$ cat src/rtl/i2c_flag_pkg.sv
package i2c_flag_pkg;

    localparam int ADDR_W   = 7;
    localparam int STAT_W   = 2;
    localparam int IDX_ARB  = 0;
    localparam int IDX_ADDR = 1;

    // Mode is {master, transmit}
    typedef enum logic [1:0] {
        MODE_SLV_RX = 2'b00,
        MODE_SLV_TX = 2'b01,
        MODE_MST_RX = 2'b10,
        MODE_MST_TX = 2'b11
    } bus_mode_e;

    typedef struct packed {
        logic rise;
        logic fall;
    } scl_edge_t;

    // Events feeding one sticky flag
    typedef struct packed {
        logic set_ev;
        logic hw_clr;
    } flag_evt_t;

    function automatic bus_mode_e mode_of(input logic master, input logic transmit);
        return bus_mode_e'({master, transmit});
    endfunction

    function automatic logic is_master(input bus_mode_e m);
        return (m == MODE_MST_RX) || (m == MODE_MST_TX);
    endfunction

endpackage

$ cat src/rtl/scl_edge_det.sv
module scl_edge_det
    import i2c_flag_pkg::*;
(
    input  logic      clk,
    input  logic      rst,
    input  logic      scl_i,
    output scl_edge_t edges_o
);

    // Registered copy of the wire; the idle bus level is high
    logic scl_q;

    always_ff @(posedge clk) begin
        if (rst) begin
            scl_q <= 1'b1;
        end else begin
            scl_q <= scl_i;
        end
    end

    always_comb begin
        edges_o.rise = scl_i & ~scl_q;
        edges_o.fall = ~scl_i & scl_q;
    end

endmodule

$ cat src/rtl/addr2_match.sv
module addr2_match
    import i2c_flag_pkg::*;
#(
    parameter int AW = ADDR_W
) (
    input  bus_mode_e        mode_i,
    input  logic             disable_i,
    input  logic [AW-1:0]    own_addr_i,
    input  logic             frame_done_i,
    input  logic [AW-1:0]    frame_addr_i,
    input  logic             start_i,
    output flag_evt_t        evt_o
);

    logic addr_eq;
    logic recog_ok;

    always_comb begin
        addr_eq  = (frame_addr_i == own_addr_i);
        recog_ok = (mode_i == MODE_SLV_RX) && !disable_i;
        evt_o.set_ev = frame_done_i && recog_ok && addr_eq;
        // START or master operation wipes the flag (this variant clears first)
        evt_o.hw_clr = start_i || is_master(mode_i);
    end

endmodule

$ cat src/rtl/arb_monitor.sv
module arb_monitor
    import i2c_flag_pkg::*;
(
    input  bus_mode_e  mode_i,
    input  scl_edge_t  edges_i,
    input  logic       sda_drive_i,
    input  logic       sda_pin_i,
    input  logic       scl_drive_i,
    input  logic       data_wr_i,
    input  logic       data_rd_i,
    output flag_evt_t  evt_o
);

    logic sda_clash;
    logic scl_clash;
    logic tx_side;

    always_comb begin
        tx_side   = (mode_i == MODE_SLV_TX) || (mode_i == MODE_MST_TX);
        // Another master pulled SDA low while this one released it (or the reverse)
        sda_clash = edges_i.rise && (sda_drive_i != sda_pin_i);
        // SCL dropped while this master still released it
        scl_clash = edges_i.fall && scl_drive_i;
        evt_o.set_ev = (mode_i == MODE_MST_TX) && (sda_clash || scl_clash);
        // Data register access acknowledges the loss
        evt_o.hw_clr = (tx_side && data_wr_i) || (!tx_side && data_rd_i);
    end

endmodule

$ cat src/rtl/sticky_flag.sv
module sticky_flag
    import i2c_flag_pkg::*;
#(
    parameter bit CLR_OVER_SET = 1'b0
) (
    input  logic      clk,
    input  logic      rst,
    input  flag_evt_t evt_i,
    input  logic      stat_rd_i,
    input  logic      stat_wr_i,
    input  logic      wr_bit_i,
    output logic      flag_o
);

    logic flag_q, armed_q;
    logic flag_d, armed_d;
    logic sw_clear;

    assign sw_clear = stat_wr_i && !wr_bit_i && armed_q;

    generate
        if (CLR_OVER_SET) begin : g_clr_first
            always_comb begin
                flag_d  = flag_q;
                armed_d = armed_q;
                if (evt_i.hw_clr) begin
                    flag_d  = 1'b0;
                    armed_d = 1'b0;
                end else if (evt_i.set_ev) begin
                    flag_d  = 1'b1;
                    armed_d = 1'b0;
                end else if (sw_clear) begin
                    flag_d  = 1'b0;
                    armed_d = 1'b0;
                end else if (stat_rd_i && flag_q) begin
                    armed_d = 1'b1;
                end
            end
        end else begin : g_set_first
            always_comb begin
                flag_d  = flag_q;
                armed_d = armed_q;
                if (evt_i.set_ev) begin
                    flag_d  = 1'b1;
                    armed_d = 1'b0;
                end else if (evt_i.hw_clr) begin
                    flag_d  = 1'b0;
                    armed_d = 1'b0;
                end else if (sw_clear) begin
                    flag_d  = 1'b0;
                    armed_d = 1'b0;
                end else if (stat_rd_i && flag_q) begin
                    armed_d = 1'b1;
                end
            end
        end
    endgenerate

    always_ff @(posedge clk) begin
        if (rst) begin
            flag_q  <= 1'b0;
            armed_q <= 1'b0;
        end else begin
            flag_q  <= flag_d;
            armed_q <= armed_d;
        end
    end

    assign flag_o = flag_q;

    // a write of 0 to an unarmed, undisturbed flag leaves it set
    a_r10_unarmed_write: assert property (@(posedge clk) disable iff (rst)
        (flag_q && stat_wr_i && !armed_q && !evt_i.set_ev && !evt_i.hw_clr) |=> flag_q);

    // writing 1 never removes the flag
    a_r10_write_one_keeps: assert property (@(posedge clk) disable iff (rst)
        (flag_q && stat_wr_i && wr_bit_i && !evt_i.hw_clr) |=> flag_q);

    // a set event that is not overridden leaves the flag up and disarmed
    a_r11_set_disarms: assert property (@(posedge clk) disable iff (rst)
        (evt_i.set_ev && !(CLR_OVER_SET && evt_i.hw_clr)) |=> (flag_q && !armed_q));

endmodule

$ cat src/rtl/i2c_status_flags.sv
module i2c_status_flags
    import i2c_flag_pkg::*;
#(
    parameter int ADDR_BITS = ADDR_W
) (
    input  logic                 clk,
    input  logic                 rst,
    input  logic                 scl_pin,
    input  logic                 sda_pin,
    input  logic                 scl_drive,
    input  logic                 sda_drive,
    input  logic                 master_mode,
    input  logic                 transmit_mode,
    input  logic                 addr2_disable,
    input  logic [ADDR_BITS-1:0] own_addr2,
    input  logic                 frame1_done,
    input  logic [ADDR_BITS-1:0] frame1_addr,
    input  logic                 start_det,
    input  logic                 stat_rd,
    input  logic                 stat_wr,
    input  logic [STAT_W-1:0]    stat_wdata,
    input  logic                 data_rd,
    input  logic                 data_wr,
    output logic                 addr2_hit,
    output logic                 arb_lost,
    output logic [STAT_W-1:0]    stat_rdata
);

    bus_mode_e   mode;
    scl_edge_t   scl_edges;
    flag_evt_t   evts [STAT_W];
    logic [STAT_W-1:0] flags;

    assign mode = mode_of(master_mode, transmit_mode);

    scl_edge_det u_edge (
        .clk     (clk),
        .rst     (rst),
        .scl_i   (scl_pin),
        .edges_o (scl_edges)
    );

    addr2_match #(.AW(ADDR_BITS)) u_match (
        .mode_i       (mode),
        .disable_i    (addr2_disable),
        .own_addr_i   (own_addr2),
        .frame_done_i (frame1_done),
        .frame_addr_i (frame1_addr),
        .start_i      (start_det),
        .evt_o        (evts[IDX_ADDR])
    );

    arb_monitor u_arb (
        .mode_i      (mode),
        .edges_i     (scl_edges),
        .sda_drive_i (sda_drive),
        .sda_pin_i   (sda_pin),
        .scl_drive_i (scl_drive),
        .data_wr_i   (data_wr),
        .data_rd_i   (data_rd),
        .evt_o       (evts[IDX_ARB])
    );

    // One sticky cell per status bit; the address bit lets its hardware clear win
    generate
        for (genvar i = 0; i < STAT_W; i++) begin : g_flag
            sticky_flag #(.CLR_OVER_SET(i == IDX_ADDR)) u_flag (
                .clk       (clk),
                .rst       (rst),
                .evt_i     (evts[i]),
                .stat_rd_i (stat_rd),
                .stat_wr_i (stat_wr),
                .wr_bit_i  (stat_wdata[i]),
                .flag_o    (flags[i])
            );
        end
    endgenerate

    assign addr2_hit  = flags[IDX_ADDR];
    assign arb_lost   = flags[IDX_ARB];
    assign stat_rdata = flags;

    // a new address recognition needs a matching first byte in slave receive
    a_r2_match_source: assert property (@(posedge clk) disable iff (rst)
        $rose(addr2_hit) |-> $past(frame1_done && !master_mode && !transmit_mode
                                   && (frame1_addr == own_addr2)));

    // recognition is blocked while disabled
    a_r3_disable_blocks: assert property (@(posedge clk) disable iff (rst)
        $rose(addr2_hit) |-> $past(!addr2_disable));

    // START removes the address flag
    a_r4_start_clears: assert property (@(posedge clk) disable iff (rst)
        start_det |=> !addr2_hit);

    // master operation removes the address flag
    a_r5_master_clears: assert property (@(posedge clk) disable iff (rst)
        master_mode |=> !addr2_hit);

    // arbitration loss only arises as master transmitter
    a_r8_only_mst_tx: assert property (@(posedge clk) disable iff (rst)
        $rose(arb_lost) |-> $past(master_mode && transmit_mode));

    // a data read in receive mode acknowledges the loss
    a_r9_rx_read_clears: assert property (@(posedge clk) disable iff (rst)
        (data_rd && !transmit_mode) |=> !arb_lost);

endmodule

$ cat config.mk
export PLATFORM = sky130hd
export DESIGN_NAME = i2c_status_flags
export DESIGN_NICKNAME = d
export VERILOG_FILES = /design/src/rtl/i2c_flag_pkg.sv /design/src/rtl/scl_edge_det.sv /design/src/rtl/addr2_match.sv /design/src/rtl/arb_monitor.sv /design/src/rtl/sticky_flag.sv /design/src/rtl/i2c_status_flags.sv
export SDC_FILE = /design/constraint.sdc
export NUM_CORES = 1
export LEC_CHECK = 0
export BUFFER_PORTS_ARGS = -buffer_cell sky130_fd_sc_hd__buf_2
export CELL_PAD_IN_SITES_DETAIL_PLACEMENT = 0
export CELL_PAD_IN_SITES_GLOBAL_PLACEMENT = 1
export CORE_MARGIN = 4
export CORE_UTILIZATION = 21
export DETAILED_ROUTE_END_ITERATION = 8
export GPL_TIMING_DRIVEN = 1
export PLACE_DENSITY_LB_ADDON = 0.1
export SYNTH_ARGS = -nofsm -noshare
export SYNTH_HDL_FRONTEND = slang
export SYNTH_SLANG_ARGS = --single-unit
$ cat constraint.sdc
create_clock -name clk -period 1.4 [get_ports clk]
set_clock_uncertainty 0.1 [all_clocks]
set_input_delay 0.07 -clock clk [delete_from_list [all_inputs] [get_ports clk]]
set_output_delay 0.07 -clock clk [all_outputs]
set_load 0.01 [all_outputs]
==> flow_summary.ini, run 1 <==
[worst_hold_path]
worstHoldStart = start_det
min_path_type = input pin to register
hold_path_depth = 3
hold_path_end = g_flag[1].u_flag.armed_q$_SDFFE_PP0P_

[clocking]
cts.path.max_buffers = 2
cts_buffers = 3
root_buffer = clkbuf_4
clk_latency_ns = 0.24
clk_pin_slew_ns = 0.04
cts_tree = built
cts_resized = 0
htreeDepth = 1
cts.sinks = 5

[global_routing]
globalRouteTotalUtil = 0.0861
grt_antenna_before_repair = 0
grt_max_degree = 5
grt_pass1_vias = 388
grt_overflow = 0
grt_pass1_wl_mm = 1.59

[yosys]
synthSimpleGateAreaFrac = 0.284
synth_seq_cells = 5
synth-adder-area-share = 0
synth_top_area_share = 0.288
netlist.top_cell.by_area = dfxtp_1
synthXorXnorAreaFrac = 0.201
yosysSeqAreaShare = 0.288
syn-cell-area_um2 = 348
synth_nets = 70
synth_compound_area_frac = 0.144
syn-instance-count = 39
synth_top_family_by_area = simple AND/OR/NAND/NOR gates
syn_avg_cell_area_um2 = 8.92
synth_area_leaders = dfxtp_1 29%, xnor2_1 20%, nor4b_2 8.6%
synthMuxAreaShare = 0.0288
ys_types = 21
yosysWarnings = 0

[critical_path]
cpPeakStageDelay_ns = 0.54
cp-end-kind = register
rr_startpoint = u_edge.scl_q$_SDFF_PP1_
crit_chain = dlygate4sd3_1, buf_2, or3_1, o21ba_1
cp_slowest_cell = dlygate4sd3_1
r2r_end = g_flag[0].u_flag.armed_q$_SDFFE_PP0P_
reg2reg_depth = 4
arrival_ns = 1.35
critPathTopFamily = buffers and inverters
critPathLaunchType = input pin
path_class = input pin to register
rrSetupSlack_ns = 0.32
path_depth = 4
critPathRequiredTime_ns = 1.48
worst-path-buf-inv = 2
cp_max_fo = 4

[cells_and_area]
syn2layout_area_growth_pct = 63.7
regArea_um2 = 100
drive_above_1_share = 0.519
fin_nets = 109
layout_commonest_cell = buf_2
insertedDiodeCount = 0
layout_common_cells = 34 x buf_2, 8 x xnor2_1, 5 x dfxtp_1
multi_input_area_um2 = 229
final.fill_count = 172

[routing]
viasPerCell = 4.30
post-route-drc-count = 0
ant_nets = 0
wirelength_um = 922
vias = 400
dr.first_iter.drc_count = 1
post_drt_wl_per_cell_um = 9.91
drtPass1Iterations = 2

[run]
maxCapViolCount = 0

[status]
status = finished clean

[power]
swShare = 0.228
pwr-share-comb = 0.231
p_leak_uw = 0.000276
switchingPower_uw = 91.8
clkPwrFrac = 0.405
power.share.sequential = 0.364
power_uw = 403
cellPowerDensity_nw_per_um2 = 709
internal_power_uw = 312
ir_drop_uv = 340

[floorplan]
initial_utilization = 0.226
io_pins = 35
die_area_um2 = 2370
rows = 14
dieWidth_um = 48.7
die_y_um = 48.7
core_area_um2 = 1540

[sta]
rsz0062_at_grt = no
fmax_ghz = 0.789
setup_viol = 0
timing.final.crit_share = 0.906
setup_tns_ns = 0
slew-limit-headroom = 0.882
worst_pin_slew_ns = 0.172
min_period_ns = 1.27
hold_viol = 0
slew_violations = 0

[place]
gp_congestion = 0.627
portBuffers = 34
[worst min-delay path, stage by stage]
cell and delay, ns:
buf_2 0.07, or3_1 0.11, nor3_1 0.05
[how the worst max path moves through the flow]
stage | from | slack (ns) | endpoint
after global placement | u_edge.scl_q$_SDFF_PP1_ | 0.29 | g_flag[0].u_flag.armed_q$_SDFFE_PP0P_
after global routing | rst | 0.08 | g_flag[1].u_flag.flag_o$_SDFFE_PP0P_
after CTS | rst | 0.15 | g_flag[1].u_flag.flag_o$_SDFFE_PP0P_
final | rst | 0.13 | g_flag[1].u_flag.flag_o$_SDFFE_PP0P_
after detailed placement | u_edge.scl_q$_SDFF_PP1_ | 0.32 | g_flag[0].u_flag.armed_q$_SDFFE_PP0P_
after floorplan | u_edge.scl_q$_SDFF_PP1_ | 0.40 | g_flag[0].u_flag.armed_q$_SDFFE_PP0P_
[routing by layer]
layer | GRT usage | vias to the layer above | part of all wire
met5 | 0 | - | 0
met4 | 0.0404 | 0 | 0
met3 | 0.0644 | 0 | 0.21
met2 | 0.0978 | 32 | 0.32
met1 | 0.115 | 155 | 0.47
li1 | - | 213 | -
[cell usage after synthesis]
| cell type | n |
|---|---|
| a21oi_1 | 3 |
| and3_1 | 1 |
| buf_4 | 2 |
| dfxtp_1 | 5 |
| inv_1 | 1 |
| mux2i_1 | 1 |
| nand2_1 | 1 |
| nand2b_1 | 2 |
| nand3_1 | 1 |
| nand3b_1 | 1 |
| nand4_1 | 2 |
| nor2_1 | 1 |
| nor3_1 | 1 |
| nor4b_2 | 2 |
| o211ai_1 | 1 |
| o21a_1 | 1 |
| o21ai_0 | 2 |
| o21ba_1 | 1 |
| or2_2 | 1 |
| or3_1 | 1 |
| xnor2_1 | 8 |
[power groups by stage]
stage / combinational, uW / clock [uW] / sequential [uW]
CTS: 94.6 / 171 / 147
global route: 105 / 193 / 147
detailed placement: 90.2 / 0 / 149
global placement: 88.8 / 0 / 150
floorplan: 36.0 / 0 / 150
finish: 93.3 / 163 / 147
[flip-flops by register name (all words and copies together) (netlist names)]
signal and cells:
g_flag.u_flag.armed_q 2, g_flag.u_flag.flag_o 2, u_edge.scl_q 1
[stage by stage]
stage	utilization	hold slack (ns)	std cells	setup WS, ns	area (um2)
2_1_floorplan	-	0.0391	39	0.398	348
3_3_place_gp	0.339	0.189	87	0.292	523
4_1_cts	0.369	0.0260	93	0.153	569
5_1_grt	0.369	0.0635	93	0.0782	569
3_5_place_dp	0.339	0.189	87	0.318	523
6_report	0.369	0.0253	93	0.132	569
[layout make-up]
cell class / count / share of cell area
repair buffers: 36 / 0.334
inverters: 1 / 0.00659
clock buffers: 4 / 0.0462
well taps: 16 / 0.0352
multi-input cells: 31 / 0.402
flip-flops and latches: 5 / 0.176
[repair_timing]
item | 4_1_cts | 5_1_grt
buffers inserted | 0 | 0
endpoints found under the hold margin | 3 | 0
hold buffers | 2 | 0
[cell families after synthesis]
logic type | count (synthesis)
AND/OR/NAND/NOR | 14
flip-flops | 5
buffers and inverters | 3
multiplexers | 1
XOR/XNOR | 8
AO/OA/AOI/OAI | 8
(Power assumes the default switching activity.)
==> inputs of run 2 (changes only) <==
BUFFER_PORTS_ARGS = -buffer_cell sky130_fd_sc_hd__buf_4   (was -buffer_cell sky130_fd_sc_hd__buf_2)
==> run 2 against run 1 <==
Flip-flop and latch count is the same. Die area is the same. First-iteration DRC count grew to 3.0 times the previous value.
==> flow_summary.ini, run 2 (same netlist as run 1, synthesis figures left out) <==
[power]
power_uw = 434
ir_drop_uv = 218
cellPowerDensity_nw_per_um2 = 654
p_leak_uw = 0.000306

[critical_path]
rrSetupSlack_ns = 0.35
path_class = input pin to register
arrival_ns = 1.33
cp_slowest_cell = dlygate4sd3_1
cp-end-kind = register
crit_chain = dlygate4sd3_1, buf_4, or3_1, o21ba_1
cp_max_fo = 4
critPathLaunchType = input pin
critPathRequiredTime_ns = 1.48
timing.critical_path.from = rst
cpPeakStageDelay_ns = 0.53
rr_startpoint = u_edge.scl_q$_SDFF_PP1_

[sta]
timing.final.crit_share = 0.892
slew-limit-headroom = 0.855
rsz0062_at_grt = no
worst_pin_slew_ns = 0.215
fmax_ghz = 0.801
setup_tns_ns = 0
hold_viol = 0
min_period_ns = 1.25
timing.hold.ws_ns = 0.0331
setup_ws_ns = 0.151
slew_violations = 0
setup_viol = 0

[global_routing]
grt_pass1_wl_mm = 1.76
grt_antenna_before_repair = 0
grt_max_degree = 5
grt_pass1_vias = 411
grt_overflow = 0
globalRouteTotalUtil = 0.0962

[run]
maxCapViolCount = 0

[clocking]
cts_buffers = 3
holdBufCountCts = 3
clk_pin_slew_ns = 0.05
cts_resized = 0
cts.path.max_buffers = 2
root_buffer = clkbuf_4
cts.sinks = 5
htreeDepth = 1
post_cts_buffers = 0
clk_latency_ns = 0.24
cts_tree = built

[status]
status = finished clean

[floorplan]
die_area_um2 = 2370
rows = 14
die_y_um = 48.7
initial_utilization = 0.226
core_area_um2 = 1540
dieWidth_um = 48.7
io_pins = 35

[routing]
wirelength_um = 967
ant_nets = 0
routed.top_layer = met3
routed-wl-met2_um = 350
viasPerCell = 4.35
wl_met1_um = 411
post_drt_wl_per_cell_um = 10.3
dr.first_iter.drc_count = 3
wl_met3_um = 205
post-route-drc-count = 0
vias = 409
drtPass1Iterations = 3

[cells_and_area]
drive_above_1_share = 0.513
final.fill_count = 172
syn2layout_area_growth_pct = 91.0
layout_commonest_cell = buf_4
final_util = 0.431
regArea_um2 = 100
fin_nets = 110
layout_common_cells = 34 x buf_4, 8 x xnor2_1, 5 x dfxtp_1
insertedDiodeCount = 0
multi_input_area_um2 = 229

[worst_hold_path]
min_path_type = input pin to register
worstHoldStart = master_mode

[place]
gp_congestion = 0.621
portBuffers = 34
dp_slack_ns = 0.351
## run 2: metal layers
metal	vias up	GRT usage
li1	214	-
met1	163	0.115
met2	32	0.111
met3	0	0.0767
met4	0	0.0673
met5	-	0
## run 2: critical path: cells and delay by family
family                 cells  cell delay, ns
buffers and inverters      2            0.68
AND/OR/NAND/NOR            1            0.36
AO/OA/AOI/OAI              1            0.22
## run 2: metrics by stage
stage	area, um2	std cells
after global placement	608	87
after floorplan	348	39
after detailed placement	608	87
after global routing	664	94
after CTS	664	94
final	664	94
## run 2: final timing paths
| kind | to | cells past startpoint |
|---|---|---|
| hold / removal | g_flag[0].u_flag.flag_o$_SDFFE_PP0P_ | 3 |
| setup / recovery | g_flag[1].u_flag.flag_o$_SDFFE_PP0P_ | 4 |
| hold reg to reg | g_flag[0].u_flag.flag_o$_SDFFE_PP0P_ | 2 |
| setup reg to reg | g_flag[0].u_flag.armed_q$_SDFFE_PP0P_ | 4 |
## run 2: power by group
group / internal [uW] / switching (uW)
clock: 108 / 60.3
sequential: 145 / 1.49
combinational: 84.4 / 34.7
total: 338 / 96.5
## run 2: cell type report
type	instances	share of cell area
multi-input combinational	31	0.345
clock buffer	4	0.0395
sequential	5	0.151
inverter	1	0.00565
timing repair buffer	37	0.429
tap	16	0.0301
==> inputs of run 3 (changes only) <==
BUFFER_PORTS_ARGS = unset   (was -buffer_cell sky130_fd_sc_hd__buf_4)
CAP_MARGIN = 20   (was unset)
CORE_AREA = 4 4 41 43   (was unset)
CORE_MARGIN = unset   (was 4)
CORE_UTILIZATION = unset   (was 21)
CTS_BUF_LIST = sky130_fd_sc_hd__clkbuf_2   (was unset)
DIE_AREA = 0 0 45 47   (was unset)
DONT_BUFFER_PORTS = 1   (was unset)
==> run 3 against run 2 <==
Combinational power decreased by 56%. Highest routed layer unchanged. Flip-flop and latch count is the same. Worst hold slack lost 0.016 ns. Via count decreased by 22%. Clock power down 21%. Die area down 11%. Sequential power barely moved.
==> flow_summary.ini, run 3 (same netlist as run 1, synthesis figures left out) <==
[critical_path]
critPathTopFamily = buffers and inverters
cp-end-kind = register
cp_max_fo = 4
timing.critical_path.from = rst
cpPeakStageDelay_ns = 0.60
path_class = input pin to register
crit_chain = dlygate4sd3_1, or3_1, o21ba_1
worst-path-buf-inv = 1
rr_startpoint = u_edge.scl_q$_SDFF_PP1_
critPathLaunchType = input pin
critPathRequiredTime_ns = 1.46
cp_slowest_cell = dlygate4sd3_1
arrival_ns = 1.28

[routing]
wirelength_um = 830
vias = 317
viasPerCell = 5.03
post_drt_wl_per_cell_um = 13.2
post-route-drc-count = 0
drtPass1Iterations = 4
dr.first_iter.drc_count = 2
ant_nets = 0

[place]
dp_slack_ns = 0.308
portBuffers = 0
gp_congestion = 0.611
placed_cell_area_um2 = 359

[clocking]
cts_tree = built
cts.path.max_buffers = 2
root_buffer = clkbuf_2
clk_pin_slew_ns = 0.06
cts.sinks = 5
htreeDepth = 1
cts_buffers = 3
clk_latency_ns = 0.21

[sta]
fmax_ghz = 0.818
min_period_ns = 1.22
setup_tns_ns = 0
hold_viol = 0
setup_viol = 0
slew-limit-headroom = 0.817
slew_violations = 0
timing.final.crit_share = 0.873
setup_ws_ns = 0.177
worst_pin_slew_ns = 0.274
rsz0062_at_grt = no

[global_routing]
grt_use_met1 = 0.0890
grt_pass1_wl_mm = 1.23
use_met2 = 0.121
grt_busiest_layer = met2
grt_overflow = 0
globalRouteTotalUtil = 0.0870
grt_use_met3 = 0.0613
grt_max_degree = 5
grt_pass1_vias = 303
grt_antenna_before_repair = 0

[power]
power.share.sequential = 0.443
cellPowerDensity_nw_per_um2 = 757
swShare = 0.226
p_leak_uw = 0.000159
pwr-share-comb = 0.158
switchingPower_uw = 75.2
internal_power_uw = 257
ir_drop_uv = 324
clkPwrFrac = 0.399
power_uw = 332

[cells_and_area]
layout_commonest_cell = xnor2_1
stdcell_area_um2 = 439
fin_nets = 80
insertedDiodeCount = 0
layout_common_cells = 8 x xnor2_1, 6 x dlygate4sd3_1, 5 x dfxtp_1
syn2layout_area_growth_pct = 26.3
final_util = 0.338
drive_above_1_share = 0.167

[status]
status = finished clean

[floorplan]
rows = 13
core_area_um2 = 1300
io_pins = 35
die_y_um = 47
die_area_um2 = 2120
dieWidth_um = 45
initial_utilization = 0.267

[run]
maxCapViolCount = 0

[worst_hold_path]
worstHoldStart = stat_rd
min_path_type = input pin to register
run 3: power groups by stage:
stage	logic, uW	clock network, uW	registers (uW)
after global placement	36.8	0	150
after detailed placement	38.5	0	151
after CTS	53.3	137	147
after floorplan	36.0	0	150
after global routing	58.1	152	148
final	52.5	133	147
run 3: repair_timing:
item	in CTS	in global routing
resized for setup	0	0
hold buffers	6	0
endpoints found under the hold margin	4	0
setup buffers	0	0
run 3: routing by layer:
metal / up-vias / routed length [um]
met1: 133 / 323
met5: - / 0
met2: 28 / 363
li1: 156 / -
met3: 0 / 144
met4: 0 / 0
run 3: worst register-to-register path, stage by stage, from the launching register on:
cell	delay, ns
dfxtp_1	0.31
nand2b_1	0.13
o21ai_0	0.14
nand3_1	0.12
nor4b_2	0.17
run 3: metrics by stage:
step / hold WS, ns / instances
global placement: 0.0420 / 53
CTS: 0.0123 / 63
finish: 0.0175 / 63
floorplan: 0.0391 / 39
detailed placement: 0.0421 / 53
global route: 0.0117 / 63
run 3: layout make-up:
class                      count  area (um2)
timing repair buffer           7        67.6
multi-input combinational     31         229
clock buffer                   4        20.0
sequential                     5         100
tap                           15        18.8
inverter                       1        3.75
fill                         146         862
run 3: final timing paths:
kind / endpoint / slack [ns] / cells after the start
worst max register to register: g_flag[0].u_flag.armed_q$_SDFFE_PP0P_ / 0.32 / 4
worst min register to register: g_flag[1].u_flag.armed_q$_SDFFE_PP0P_ / 0.45 / 2
worst min-delay path: g_flag[0].u_flag.armed_q$_SDFFE_PP0P_ / 0.02 / 2
worst max-delay path: g_flag[1].u_flag.flag_o$_SDFFE_PP0P_ / 0.18 / 3
